`src/rtl/e1_mon_pkg.sv`:
```
package e1_mon_pkg;
  // Alignment word, positions 1..7 map to bits 6..0 (bit 7 unused).
  localparam logic [7:0] FAS_BYTE = 8'b0001_1011;
endpackage

```
`src/rtl/e1_ts0_checker.sv`:
```
module e1_ts0_checker #(
  parameter int POS_W = 8
) (
  input  logic             clk,
  input  logic             rst_n,
  input  logic             enable,
  input  logic             bit_en,
  input  logic             rx_bit,
  input  logic [POS_W-1:0] bit_pos,
  input  logic             fas_frame,
  input  logic             crit_nfas,
  output logic             chk_valid,
  output logic             chk_bad
);
  import e1_mon_pkg::*;

  logic       mism_q, mism_n;
  logic       valid_n, bad_n;
  logic       take, in_field, at_first, at_last, exp_bit, bit_mism;
  logic [2:0] idx;

  always_comb begin
    take     = enable & bit_en;
    at_first = (bit_pos == POS_W'(1));
    at_last  = (bit_pos == POS_W'(7));
    in_field = (bit_pos >= POS_W'(1)) && (bit_pos <= POS_W'(7));
    idx      = 3'd7 - bit_pos[2:0];
    exp_bit  = FAS_BYTE[idx];
    bit_mism = (rx_bit != exp_bit);

    mism_n  = mism_q;
    valid_n = 1'b0;
    bad_n   = 1'b0;
    if (take && fas_frame && in_field) begin
      mism_n = at_first ? bit_mism : (mism_q | bit_mism);
    end
    if (take && fas_frame && at_last) begin
      valid_n = 1'b1;
      bad_n   = mism_q | bit_mism;
    end else if (take && !fas_frame && crit_nfas && at_first) begin
      valid_n = 1'b1;
      bad_n   = ~rx_bit;
    end
  end

  always_ff @(posedge clk or negedge rst_n) begin
    if (!rst_n) begin
      mism_q    <= 1'b0;
      chk_valid <= 1'b0;
      chk_bad   <= 1'b0;
    end else begin
      mism_q    <= mism_n;
      chk_valid <= valid_n;
      chk_bad   <= bad_n;
    end
  end

  // A result is only ever produced from a cycle with an accepted bit.
  assert_sample_on_enable_R11: assert property (@(posedge clk) disable iff (!rst_n)
    chk_valid |-> ($past(bit_en) && $past(enable)));

  // Checks only land at the end of the word or on the fixed bit.
  assert_check_position_R1: assert property (@(posedge clk) disable iff (!rst_n)
    chk_valid |-> ($past(bit_pos) == POS_W'(7) || $past(bit_pos) == POS_W'(1)));
endmodule

```
`src/rtl/e1_loss_counter.sv`:
```
module e1_loss_counter #(
  parameter int LOSS_COUNT = 3
) (
  input  logic clk,
  input  logic rst_n,
  input  logic e1_mode,
  input  logic chk_valid,
  input  logic chk_bad,
  input  logic search_req,
  input  logic align_found,
  output logic loa,
  output logic declare
);
  localparam int CNT_W = $clog2(LOSS_COUNT + 1);
  localparam logic [CNT_W-1:0] LAST = CNT_W'(LOSS_COUNT - 1);

  logic [CNT_W-1:0] cnt_q, cnt_n;
  logic             loa_n;

  always_comb begin
    cnt_n   = cnt_q;
    loa_n   = loa;
    declare = 1'b0;
    if (!e1_mode) begin
      cnt_n = '0;
      loa_n = 1'b0;
    end else begin
      if (chk_valid && chk_bad && !loa) begin
        if (cnt_q == LAST) begin
          declare = 1'b1;
          cnt_n   = '0;
          loa_n   = 1'b1;
        end else begin
          cnt_n = cnt_q + CNT_W'(1);
        end
      end else if (chk_valid && !chk_bad) begin
        cnt_n = '0;
      end
      if (search_req) begin
        cnt_n = '0;
      end
      if (align_found && loa) begin
        loa_n = 1'b0;
        cnt_n = '0;
      end
    end
  end

  always_ff @(posedge clk or negedge rst_n) begin
    if (!rst_n) begin
      cnt_q <= '0;
      loa   <= 1'b0;
    end else begin
      cnt_q <= cnt_n;
      loa   <= loa_n;
    end
  end

  assert_cnt_range_R4: assert property (@(posedge clk) disable iff (!rst_n)
    cnt_q < CNT_W'(LOSS_COUNT));

  assert_loa_cause_R3: assert property (@(posedge clk) disable iff (!rst_n)
    $rose(loa) |-> ($past(chk_valid) && $past(chk_bad)));

  assert_loa_hold_R7: assert property (@(posedge clk) disable iff (!rst_n)
    (loa && !align_found && e1_mode) |=> loa);

  assert_loa_off_line_R8: assert property (@(posedge clk) disable iff (!rst_n)
    !e1_mode |=> !loa);
endmodule

```
`src/rtl/e1_resync_ctrl.sv`:
```
module e1_resync_ctrl (
  input  logic clk,
  input  logic rst_n,
  input  logic e1_mode,
  input  logic declare,
  input  logic cfg_no_auto,
  input  logic sw_resync,
  output logic search_req
);
  logic sw_q;
  logic sw_rise, req_n;

  always_comb begin
    sw_rise = sw_resync & ~sw_q;
    req_n   = e1_mode & ((declare & ~cfg_no_auto) | sw_rise);
  end

  always_ff @(posedge clk or negedge rst_n) begin
    if (!rst_n) begin
      sw_q       <= 1'b0;
      search_req <= 1'b0;
    end else begin
      sw_q       <= sw_resync;
      search_req <= req_n;
    end
  end

  assert_no_req_off_line_R8: assert property (@(posedge clk) disable iff (!rst_n)
    !e1_mode |=> !search_req);

  assert_held_no_retrigger_R6: assert property (@(posedge clk) disable iff (!rst_n)
    ($past(sw_resync) && sw_resync && !declare) |=> !search_req);
endmodule

```
`src/rtl/e1_align_monitor.sv`:
```
module e1_align_monitor #(
  parameter int FRAME_BITS = 256,
  parameter int LOSS_COUNT = 3
) (
  input  logic                          clk,
  input  logic                          rst_n,
  input  logic                          e1_mode,
  input  logic                          bit_en,
  input  logic                          rx_bit,
  input  logic [$clog2(FRAME_BITS)-1:0] bit_pos,
  input  logic                          fas_frame,
  input  logic                          cfg_crit,
  input  logic                          cfg_no_auto,
  input  logic                          sw_resync,
  input  logic                          align_found,
  output logic                          loa,
  output logic                          search_req,
  output logic                          err_evt
);
  localparam int POS_W = $clog2(FRAME_BITS);

  logic chk_valid, chk_bad, declare, chk_enable;

  assign chk_enable = e1_mode & ~loa;
  assign err_evt    = chk_valid & chk_bad & e1_mode;

  e1_ts0_checker #(.POS_W(POS_W)) u_checker (
    .clk       (clk),
    .rst_n     (rst_n),
    .enable    (chk_enable),
    .bit_en    (bit_en),
    .rx_bit    (rx_bit),
    .bit_pos   (bit_pos),
    .fas_frame (fas_frame),
    .crit_nfas (cfg_crit),
    .chk_valid (chk_valid),
    .chk_bad   (chk_bad)
  );

  e1_loss_counter #(.LOSS_COUNT(LOSS_COUNT)) u_counter (
    .clk         (clk),
    .rst_n       (rst_n),
    .e1_mode     (e1_mode),
    .chk_valid   (chk_valid),
    .chk_bad     (chk_bad),
    .search_req  (search_req),
    .align_found (align_found),
    .loa         (loa),
    .declare     (declare)
  );

  e1_resync_ctrl u_resync (
    .clk         (clk),
    .rst_n       (rst_n),
    .e1_mode     (e1_mode),
    .declare     (declare),
    .cfg_no_auto (cfg_no_auto),
    .sw_resync   (sw_resync),
    .search_req  (search_req)
  );

  assert_auto_req_R5: assert property (@(posedge clk) disable iff (!rst_n)
    ($rose(loa) && !$past(cfg_no_auto)) |-> search_req);

  assert_masked_R7: assert property (@(posedge clk) disable iff (!rst_n)
    $past(loa) |-> !err_evt);
endmodule

```
`config.mk`:
```
export PLATFORM = sky130hd
export DESIGN_NAME = e1_align_monitor
export DESIGN_NICKNAME = d
export VERILOG_FILES = /design/src/rtl/e1_mon_pkg.sv /design/src/rtl/e1_ts0_checker.sv /design/src/rtl/e1_loss_counter.sv /design/src/rtl/e1_resync_ctrl.sv /design/src/rtl/e1_align_monitor.sv
export SDC_FILE = /design/constraint.sdc
export NUM_CORES = 1
export LEC_CHECK = 0
export ABC_AREA = 1
export BUFFER_PORTS_ARGS = -buffer_cell sky130_fd_sc_hd__buf_2
export CORE_AREA = 2 2 39 41
export DETAILED_ROUTE_END_ITERATION = 7
export DIE_AREA = 0 0 41 43
export GPL_TIMING_DRIVEN = 0
export PLACE_DENSITY = 0.74
export SLEW_MARGIN = 25
export SYNTH_ARGS = -nofsm -noshare
export SYNTH_HDL_FRONTEND = slang
export SYNTH_SLANG_ARGS = --single-unit
export TNS_END_PERCENT = 30
```
`constraint.sdc`:
```
create_clock -name clk -period 3.1 [get_ports clk]
set_input_delay 0.62 -clock clk [delete_from_list [all_inputs] [get_ports clk]]
set_output_delay 0.62 -clock clk [all_outputs]
set_load 0.05 [all_outputs]
```
==> flow_summary.toml <==
[synth]
synth_fa_ha_area_frac = 0
yosysTopAreaCell = "dfrtp_1"
netlist_area_sq_um = 513
yosys.area_share.simple = 0.437
synth_top_family_by_area = "simple AND/OR/NAND/NOR gates"
synth_compound_area_frac = 0.0634
synth_area_leaders = "dfrtp_1 39%, nand2_1 12%, inv_1 9.5%"
syn_area_per_cell_sq_um = 6.93
synth-seq-area-share = 0.390
synth_fp_nets = 92
synth_seq_cells = 8
muxShareOfSynthArea = 0
synth_xor_area_frac = 0
yosysUniqueCellTypes = 16
postSynthCellCount = 74
yosysWarnings = 0
synth.top_cell.area_share = 0.390

[cells_and_area]
fin_nets = 117
layout_commonest_cell = "buf_2"
areaGrowthSynthToFinish_pct = 27.8
layout_common_cells = "20 x buf_2, 17 x nand2_1, 13 x inv_1"
final_util = 0.474
nFillCells = 148
finish.instance_area_sq_um = 656
antenna_cells = 0
drive_above_1_share = 0.351

[place]
dpl_cell_area_sq_um = 633
dp_hpwl_microns = 940
place.gp.congestion = 0.705
portBuffers = 20

[clock_tree]
postCtsSetupRepairBufs = 0
clock_latency_ps = 250
numCtsBuffers = 3
clock-sinks = 8
cts_tree = "yes"
cts_resized = 0
cts_buffer_depth = 2
cts_hold_buf = 0
cts_root_buf = "clkbuf_4"
clk_pin_slew_ps = 60
htreeDepth = 1

[floorplan]
core_sq_um = 1380
ios = 21
fp.dieArea_sq_um = 1760
rows = 14
die_w_microns = 41
die_height_microns = 43
initial_utilization = 0.371

[setup_path]
cp_common_cell = "buf_2"
critPathArrivalTime_ps = 1260
required_ps = 2480
cp-start-kind = "input port"
cp_max_fo = 3
cp-end-kind = "output pin"
cpMaxStageDelayCell = "buf_2"
critPathBufInv = 3
cpPeakStageDelay_ps = 290
path_cells = "buf_2, inv_1, nor3_1, buf_2"
path_delay_family = "buffers and inverters"
cp_num_cells = 4
r2r-end = "u_resync.search_req$_DFF_PN0_"
r2r_start = "u_counter.loa$_DFFE_PN0P_"
critical_path_class = "input port to output pin"
worst_r2r_path_depth = 3
rrSetupSlack_ps = 2000

[power]
p_per_area_nw_per_um2 = 336
peakVddDrop_mv = 0.0990
p_total_uw = 221
p_comb_frac = 0.158
intPower_uw = 166
clock_power_share = 0.354
p_seq_frac = 0.488
sw_frac_of_total = 0.249
leakage_nw = 0.355
p_sw_uw = 55.0

[routing]
dr_total_vias = 546
drt-vias-per-instance = 4.83
route.detailed.drc = 0
drtAntennaViolNets = 0
detail_route.wl_per_cell_microns = 9.99
wl_microns = 1130
drt-pass1-iter-count = 4
dr.first_iter.drc_count = 19

[sta]
worstMarginPinSlew_ps = 260
fin_skew_ps = 6.54
fmax_ghz = 0.532
finalSetupViolations = 0
rsz0062_at_grt = "false"
max-slew-margin-rel = 0.826
finalCritPeriodShare = 0.607
hold_viol = 0
drv_slew = 0
setup-tns-final_ps = 0
fin_crit_ps = 1880

[global_routing]
antenna_found_initial = 0
grt_overflow = 0
grt_start_max_net_pins = 9
grt_pass1_wl_microns = 1740
grt_pass1_vias = 481
track_usage = 0.146

[worst_hold_path]
hp-class = "input port to async pin"

[job]
cap_violations = 0

[outcome]
status = "finished clean"
==> cells by family (layout without fill, tap and decap cells) <==
logic type,after synthesis,after routing
AO/OA/AOI/OAI,6,6
buffers and inverters,15,38
flip-flops,8,8
AND/OR/NAND/NOR,45,45
==> layer usage <==
layer  up-vias  part of all wire  track usage
met5         -                 0            0
met4         0            0.0089        0.100
met3         2             0.088       0.0157
met2        25              0.48        0.231
met1       242              0.43        0.172
li1        277                 -            -
==> power groups by stage <==
stage | Clock [mW] | Sequential, mW | Combinational, mW
5_1_grt | 0.0876 | 0.108 | 0.0394
2_1_floorplan | 0 | 0.111 | 0.0151
6_report | 0.0781 | 0.108 | 0.0349
3_3_place_gp | 0 | 0.109 | 0.0340
4_1_cts | 0.0820 | 0.108 | 0.0352
3_5_place_dp | 0 | 0.109 | 0.0352
==> state kept, by name, summed over array words and instances (netlist names) <==
signal / flops
u_checker.chk_bad: 1
u_checker.chk_valid: 1
u_checker.mism_q: 1
u_counter.cnt_q: 2
u_counter.loa: 1
u_resync.search_req: 1
u_resync.sw_q: 1
==> per-stage QoR <==
stage	instances	setup slack (ps)	hold slack [ps]
after CTS	113	1210	193
after global routing	113	1160	196
after global placement	110	1210	463
after floorplan	74	726	324
after detailed placement	110	1210	470
final	113	1220	197
==> synth_stat cells, drive strengths merged <==
| library cell | instances |
|---|---|
| nand2 | 19 |
| nand3 | 7 |
| nor2 | 12 |
| nor3 | 3 |
| o21ai | 1 |
| dfrtp | 8 |
| nand3b | 2 |
| inv | 15 |
| nand4 | 2 |
| a21boi | 1 |
| a21oi | 4 |
==> area by class of cell <==
class / instances / area [sq um] / share of cell area
clock buffers: 3 / 22.5 / 0.0344
inverters: 15 / 56.3 / 0.0859
multi-input cells: 51 / 256 / 0.391
flip-flops and latches: 8 / 200 / 0.305
well taps: 16 / 20.0 / 0.0305
repair buffers: 20 / 100 / 0.153
==> worst register-to-register path: cells and delay by family, from the launching register on <==
kind               cells  cell delay, ps
and+or+nand+nor        2             430
DFF                    1             420
AOI/OAI and AO/OA      1             150
==> worst max-delay path by stage <==
stage / end / slack, ps / startpoint
floorplan: err_evt / 730 / e1_mode
global placement: err_evt / 1210 / e1_mode
detailed placement: err_evt / 1210 / e1_mode
CTS: err_evt / 1210 / e1_mode
global route: err_evt / 1160 / e1_mode
finish: err_evt / 1220 / e1_mode
Note: power is estimated with default switching activity, not from simulation.
